### src/rtl/kpd_pkg.sv
package kpd_pkg;
  // Number of flops between the raw column pins and the sampling logic.
  localparam int KPD_SYNC_STAGES = 2;
  // Smallest row dwell that still samples settled, synchronized columns.
  localparam int KPD_MIN_DWELL   = KPD_SYNC_STAGES + 1;
endpackage

### src/rtl/kpd_sync.sv
module kpd_sync #(
  parameter int W      = 3,
  parameter int STAGES = 2
) (
  input  logic         clk,
  input  logic         rst_n,
  input  logic [W-1:0] d_i,
  output logic [W-1:0] q_o
);
  logic [W-1:0] stage_q [STAGES];

  generate
    for (genvar s = 0; s < STAGES; s++) begin : g_stage
      always_ff @(posedge clk or negedge rst_n) begin
        if (!rst_n) stage_q[s] <= '1;
        else if (s == 0) stage_q[s] <= d_i;
        else stage_q[s] <= stage_q[(s == 0) ? 0 : s-1];
      end
    end
  endgenerate

  assign q_o = stage_q[STAGES-1];
endmodule

### src/rtl/kpd_row_scan.sv
module kpd_row_scan #(
  parameter  int ROWS  = 4,
  parameter  int DWELL = 4,
  localparam int RW    = $clog2(ROWS),
  localparam int DW    = $clog2(DWELL)
) (
  input  logic          clk,
  input  logic          rst_n,
  output logic [ROWS-1:0] row_n_o,
  output logic [RW-1:0] row_idx_o,
  output logic          sample_o,
  output logic          last_row_o
);
  logic          run_q;
  logic [RW-1:0] row_q;
  logic [DW-1:0] dwell_q;
  logic          dwell_end;

  assign dwell_end = (dwell_q == DW'(DWELL-1));

  always_ff @(posedge clk or negedge rst_n) begin
    if (!rst_n) begin
      run_q   <= 1'b0;
      row_q   <= '0;
      dwell_q <= '0;
    end else begin
      run_q <= 1'b1;
      if (run_q) begin
        if (dwell_end) begin
          dwell_q <= '0;
          row_q   <= (row_q == RW'(ROWS-1)) ? '0 : row_q + 1'b1;
        end else begin
          dwell_q <= dwell_q + 1'b1;
        end
      end
    end
  end

  generate
    for (genvar r = 0; r < ROWS; r++) begin : g_row
      assign row_n_o[r] = !(run_q && (row_q == RW'(r)));
    end
  endgenerate

  assign row_idx_o  = row_q;
  assign sample_o   = run_q && dwell_end;
  assign last_row_o = sample_o && (row_q == RW'(ROWS-1));
endmodule

### src/rtl/kpd_frame_eval.sv
module kpd_frame_eval #(
  parameter  int ROWS   = 4,
  parameter  int COLS   = 3,
  localparam int RW     = $clog2(ROWS),
  localparam int CLW    = $clog2(COLS),
  localparam int CODE_W = RW + CLW
) (
  input  logic              clk,
  input  logic              rst_n,
  input  logic              sample_i,
  input  logic              last_row_i,
  input  logic [RW-1:0]     row_idx_i,
  input  logic [COLS-1:0]   col_s_i,
  output logic              done_o,
  output logic              hit_o,
  output logic [CODE_W-1:0] code_o
);
  logic              row_hit;
  logic [CLW-1:0]    low_col;
  logic [CODE_W-1:0] row_code;
  logic              acc_hit_q;
  logic [CODE_W-1:0] acc_code_q;

  // Lowest-numbered low column wins inside one row.
  always_comb begin
    row_hit = 1'b0;
    low_col = '0;
    for (int c = COLS-1; c >= 0; c--) begin
      if (!col_s_i[c]) begin
        row_hit = 1'b1;
        low_col = CLW'(c);
      end
    end
  end

  assign row_code = {row_idx_i, low_col};

  always_ff @(posedge clk or negedge rst_n) begin
    if (!rst_n) begin
      acc_hit_q  <= 1'b0;
      acc_code_q <= '0;
      done_o     <= 1'b0;
      hit_o      <= 1'b0;
      code_o     <= '0;
    end else begin
      done_o <= 1'b0;
      if (sample_i) begin
        if (last_row_i) begin
          done_o    <= 1'b1;
          hit_o     <= acc_hit_q | row_hit;
          code_o    <= acc_hit_q ? acc_code_q : row_code;
          acc_hit_q <= 1'b0;
        end else if (row_hit && !acc_hit_q) begin
          acc_hit_q  <= 1'b1;
          acc_code_q <= row_code;
        end
      end
    end
  end
endmodule

### src/rtl/kpd_debounce.sv
module kpd_debounce #(
  parameter  int CODE_W = 4,
  parameter  int STABLE = 2,
  localparam int NW     = $clog2(STABLE + 1)
) (
  input  logic              clk,
  input  logic              rst_n,
  input  logic              done_i,
  input  logic              hit_i,
  input  logic [CODE_W-1:0] code_i,
  output logic              key_valid_o,
  output logic [CODE_W-1:0] key_code_o
);
  localparam logic [NW-1:0] STABLE_N = NW'(STABLE);

  logic              prev_hit_q;
  logic [CODE_W-1:0] prev_code_q;
  logic [NW-1:0]     run_len_q;
  logic [NW-1:0]     run_len_d;
  logic              armed_q;
  logic              same;

  assign same = (hit_i == prev_hit_q) && (!hit_i || (code_i == prev_code_q));

  always_comb begin
    if (!same)                       run_len_d = NW'(1);
    else if (run_len_q == STABLE_N)  run_len_d = run_len_q;
    else                             run_len_d = run_len_q + 1'b1;
  end

  always_ff @(posedge clk or negedge rst_n) begin
    if (!rst_n) begin
      prev_hit_q  <= 1'b0;
      prev_code_q <= '0;
      run_len_q   <= '0;
      armed_q     <= 1'b1;
      key_valid_o <= 1'b0;
      key_code_o  <= '0;
    end else begin
      key_valid_o <= 1'b0;
      if (done_i) begin
        prev_hit_q  <= hit_i;
        prev_code_q <= code_i;
        run_len_q   <= run_len_d;
        if (run_len_d == STABLE_N) begin
          if (hit_i && armed_q) begin
            key_valid_o <= 1'b1;
            key_code_o  <= code_i;
            armed_q     <= 1'b0;
          end else if (!hit_i) begin
            armed_q <= 1'b1;
          end
        end
      end
    end
  end
endmodule

### src/rtl/keypad_scanner.sv
module keypad_scanner #(
  parameter  int ROWS   = 4,
  parameter  int COLS   = 3,
  parameter  int DWELL  = 4,
  parameter  int STABLE = 2,
  localparam int RW     = $clog2(ROWS),
  localparam int CODE_W = RW + $clog2(COLS)
) (
  input  logic              clk,
  input  logic              rst_n,
  input  logic [COLS-1:0]   col_n_i,
  output logic [ROWS-1:0]   row_n_o,
  output logic [CODE_W-1:0] key_code_o,
  output logic              key_valid_o
);
  logic [COLS-1:0]   col_s;
  logic [RW-1:0]     row_idx;
  logic              sample;
  logic              last_row;
  logic              frame_done;
  logic              frame_hit;
  logic [CODE_W-1:0] frame_code;

  kpd_sync #(.W(COLS), .STAGES(kpd_pkg::KPD_SYNC_STAGES)) sync_i (
    .clk(clk), .rst_n(rst_n), .d_i(col_n_i), .q_o(col_s)
  );

  kpd_row_scan #(.ROWS(ROWS), .DWELL(DWELL)) scan_i (
    .clk(clk), .rst_n(rst_n), .row_n_o(row_n_o), .row_idx_o(row_idx),
    .sample_o(sample), .last_row_o(last_row)
  );

  kpd_frame_eval #(.ROWS(ROWS), .COLS(COLS)) eval_i (
    .clk(clk), .rst_n(rst_n), .sample_i(sample), .last_row_i(last_row),
    .row_idx_i(row_idx), .col_s_i(col_s), .done_o(frame_done),
    .hit_o(frame_hit), .code_o(frame_code)
  );

  kpd_debounce #(.CODE_W(CODE_W), .STABLE(STABLE)) deb_i (
    .clk(clk), .rst_n(rst_n), .done_i(frame_done), .hit_i(frame_hit),
    .code_i(frame_code), .key_valid_o(key_valid_o), .key_code_o(key_code_o)
  );
endmodule

### config.mk
export PLATFORM = sky130hd
export DESIGN_NAME = keypad_scanner
export DESIGN_NICKNAME = d
export VERILOG_FILES = /design/src/rtl/kpd_pkg.sv /design/src/rtl/kpd_sync.sv /design/src/rtl/kpd_row_scan.sv /design/src/rtl/kpd_frame_eval.sv /design/src/rtl/kpd_debounce.sv /design/src/rtl/keypad_scanner.sv
export SDC_FILE = /design/constraint.sdc
export NUM_CORES = 1
export LEC_CHECK = 0
export ABC_AREA = 0
export BUFFER_PORTS_ARGS = -buffer_cell sky130_fd_sc_hd__buf_2
export CORE_MARGIN = 3
export CORE_UTILIZATION = 45
export DETAILED_ROUTE_END_ITERATION = 10
export GPL_ROUTABILITY_DRIVEN = 0
export PLACE_DENSITY = 0.64
export SLEW_MARGIN = 30
export SYNTH_ARGS = -nofsm -noshare
export SYNTH_HDL_FRONTEND = slang
export SYNTH_SLANG_ARGS = --single-unit
### constraint.sdc
create_clock -name clk -period 3.4 [get_ports clk]
set_clock_uncertainty 0.15 [all_clocks]
set_input_delay 0.17 -clock clk [delete_from_list [all_inputs] [get_ports clk]]
set_output_delay 0.17 -clock clk [all_outputs]
set_load 0.05 [all_outputs]
==> impl_metrics.yaml <==
run_status:
  status: "complete, no violations"
place:
  io_buffers: 13
  placed_cell_area_um2: 1620
  place_ws_ps: 1610
  placedCellCount: 174
  hpwl_um: 1560
logic_synthesis:
  async_flop_share_pct: 100
  synth_top_cell_area_share_pct: 45.8
  syn_nets: 132
  synth_cell_types: 35
  yosysTopAreaCell: "dfrtp_1"
  ys.flop_type: "dfrtp_1"
  post-synth-top-count-cell: "dfrtp_1"
  ys_top_cells_by_count: "28 x dfrtp_1, 16 x nand2_1, 9 x mux2_2"
  synthCells: 121
  synth_edf_count: 0
  yosysSeqAreaShare_pct: 57.8
  synth_warnings: 0
  synth_area_um2: 1530
  avgSynthCellArea_um2: 12.6
  synth_area_leaders: "dfrtp_1 46%, dfstp_2 12%, mux2_2 6.6%"
  ys_seq_elements: 35
worst_setup_path:
  crit_fanout: 4
  cp_slowest_stage_delay_ps: 380
  worstPathArrival_ps: 1890
  critical_path.cell_chain: "inv_1 > ha_1 > and3b_4 > and3_4 > nand3_4 > mux2_4"
  critical_path_class: "reg -> reg"
  cpLargestDelayFamily: "simple AND/OR/NAND/NOR gates"
  slowest_stage: "dfrtp_1"
  worstSetupStartpointType: "flop"
  critPathRequiredTime_ps: 3470
  path_buf_inv: 1
  setup.worst_path.end_class: "flop"
job:
  cap_violations: 0
detailed_routing:
  drt_iter0_drc: 61
  vias: 909
  drc: 0
  antenna_left: 0
  detail_route.wirelength_um: 2180
  wl_per_cell_um: 11.7
  avgViaCountPerCell: 4.89
  dr.pass1.iters: 4
pwr:
  fin_total_pwr_mw: 1.25
  p_leak_nw: 0.855
  power_density_nw_per_um2: 721
  peakVddDrop_uv: 402
sta:
  slew_violations: 0
  setup_viol: 0
  worstMarginPinSlew_ps: 739
  fmax_mhz: 551
  setup_slack_ps: 1580
  hold_viol_final: 0
  hold_ws_ps: 209
  slew_headroom_pct: 50.7
  fin_crit_ps: 1820
  rsz0062_at_grt: "false"
  finalSetupTns_ps: 0
  min_period_over_period_pct: 53.4
die:
  core_um2: 3150
  std_cell_rows: 20
  pin_count: 14
  die-width_um: 64.3
  die_area_um2: 4140
  start_util_pct: 48.5
  die_h_um: 64.3
cells_and_area:
  layout-drive-gt1-share_pct: 33.1
  fin_cells: 186
  final_util_pct: 55.0
  regArea_um2: 885
  fillerInstances: 280
  final_area_um2: 1730
  num_antenna_cells: 0
  nets: 152
  multi_input_area_um2: 601
  area_delta_synth_final_pct: 13.2
clock_tree:
  clock_path_buffers: 2
  clk_latency_ps: 330
  cts_buffers: 5
  post_cts_buffers: 0
  cts-htree-levels: 2
  cts_tree: "yes"
  cts_root_buf: "clkbuf_4"
  path_clk_slew_ps: 100
  clock-sinks: 35
hold_path:
  hp-class: "reg -> reg"
global_route:
  grt_pass1_vias: 906
  antenna_found_initial: 0
  gr-total-overflow: 0
  grt_util_all_layers_pct: 13.1
  grt_start_max_net_pins: 36
  grt_pass1_wl_um: 4040
## routing by layer
layer	GRT usage [%]	vias to the layer above	part of all wire [%]
met4	5.54	0	1.9
met5	0	-	0
met2	21.4	18	47
li1	-	448	-
met1	14.7	437	45
met3	5.80	6	5.4
## final timing paths
| check | to | slack, ps | cells after the start | start |
|---|---|---|---|---|
| max | deb_i.key_code_o[0] | 1580 | 6 | deb_i.run_len_q[0] |
| min | sync_i.q_o[2] | 210 | 0 | sync_i.stage_q[5] |
| max reg2reg | deb_i.key_code_o[0] | 1580 | 6 | deb_i.run_len_q[0] |
| min reg2reg | sync_i.q_o[2] | 210 | 0 | sync_i.stage_q[5] |
| max in group asynchronous | eval_i.acc_code_q[3] | 2340 | 2 | rst_n |
| min in group asynchronous | deb_i.key_valid_o | 270 | 2 | rst_n |
## where the power goes
| part | total [mW] | switching [mW] | internal, mW | leakage, nW |
|---|---|---|---|---|
| clock | 0.250 | 0.129 | 0.122 | 0.0386 |
| sequential | 0.625 | 0.101 | 0.525 | 0.437 |
| combinational | 0.373 | 0.199 | 0.174 | 0.379 |
| total | 1.25 | 0.429 | 0.820 | 0.855 |
## cell usage in the layout (no fill, tap or decap), drive strengths merged
cell,instances
conb,1
dlygate4sd3,4
and3b,1
mux2,13
xnor2,1
nand2b,1
nor2,4
buf,13
or3,1
nand3,4
xor2,3
inv,5
a21oi,2
dfstp,7
a22oi,1
dfrtp,28
nor3,4
o22ai,1
a21o,1
a2bb2oi,1
ha,6
a22o,2
mux2i,3
and3,3
or2b,1
o22a,1
clkbuf,8
nand2,16
o21ai,6
## worst register-to-register path, delay by kind of cell (launching register included)
| kind | cells | cell delay (ps) |
|---|---|---|
| flops | 1 | 380 |
| mux | 1 | 320 |
| fa+ha+maj | 1 | 200 |
| buf+inv | 1 | 50 |
| simple gates | 3 | 620 |
## cell families (layout without fill, tap and decap cells)
kind of cell	count (synthesis)	after routing	share of synthesized area [%]
and+or+nand+nor	35	35	12.8
muxes	16	16	12.5
other	1	1	0.245
DFF	35	35	57.8
AOI/OAI and AO/OA	15	15	6.46
adders and majority gates	6	6	4.91
xor gates and xnor gates	4	4	2.29
buffers and inverters	9	30	2.94
## state kept, by name, summed over array words and instances (netlist names), 2 cells and up
| signal | count |
|---|---|
| deb_i.key_code_o | 4 |
| eval_i.code_o | 4 |
| deb_i.prev_code_q | 4 |
| scan_i.dwell_q | 2 |
| sync_i.q_o | 3 |
| scan_i.row_idx_o | 2 |
| deb_i.run_len_q | 2 |
| sync_i.stage_q | 3 |
| eval_i.acc_code_q | 4 |
## cell type report
type | count | share of cell area, %
multi-input combinational | 77 | 34.7
inverter | 5 | 1.08
sequential | 35 | 51.0
clock buffer | 8 | 3.97
tap | 44 | 3.18
timing repair buffer | 17 | 6.07
## repair_timing
item                                    in CTS  in global routing
endpoints found under the hold margin       31                  0
gates resized for setup                      0                  0
hold buffers                                 4                  0
endpoints found under the setup margin       0                  0
Note: power is estimated with default switching activity, not from simulation.
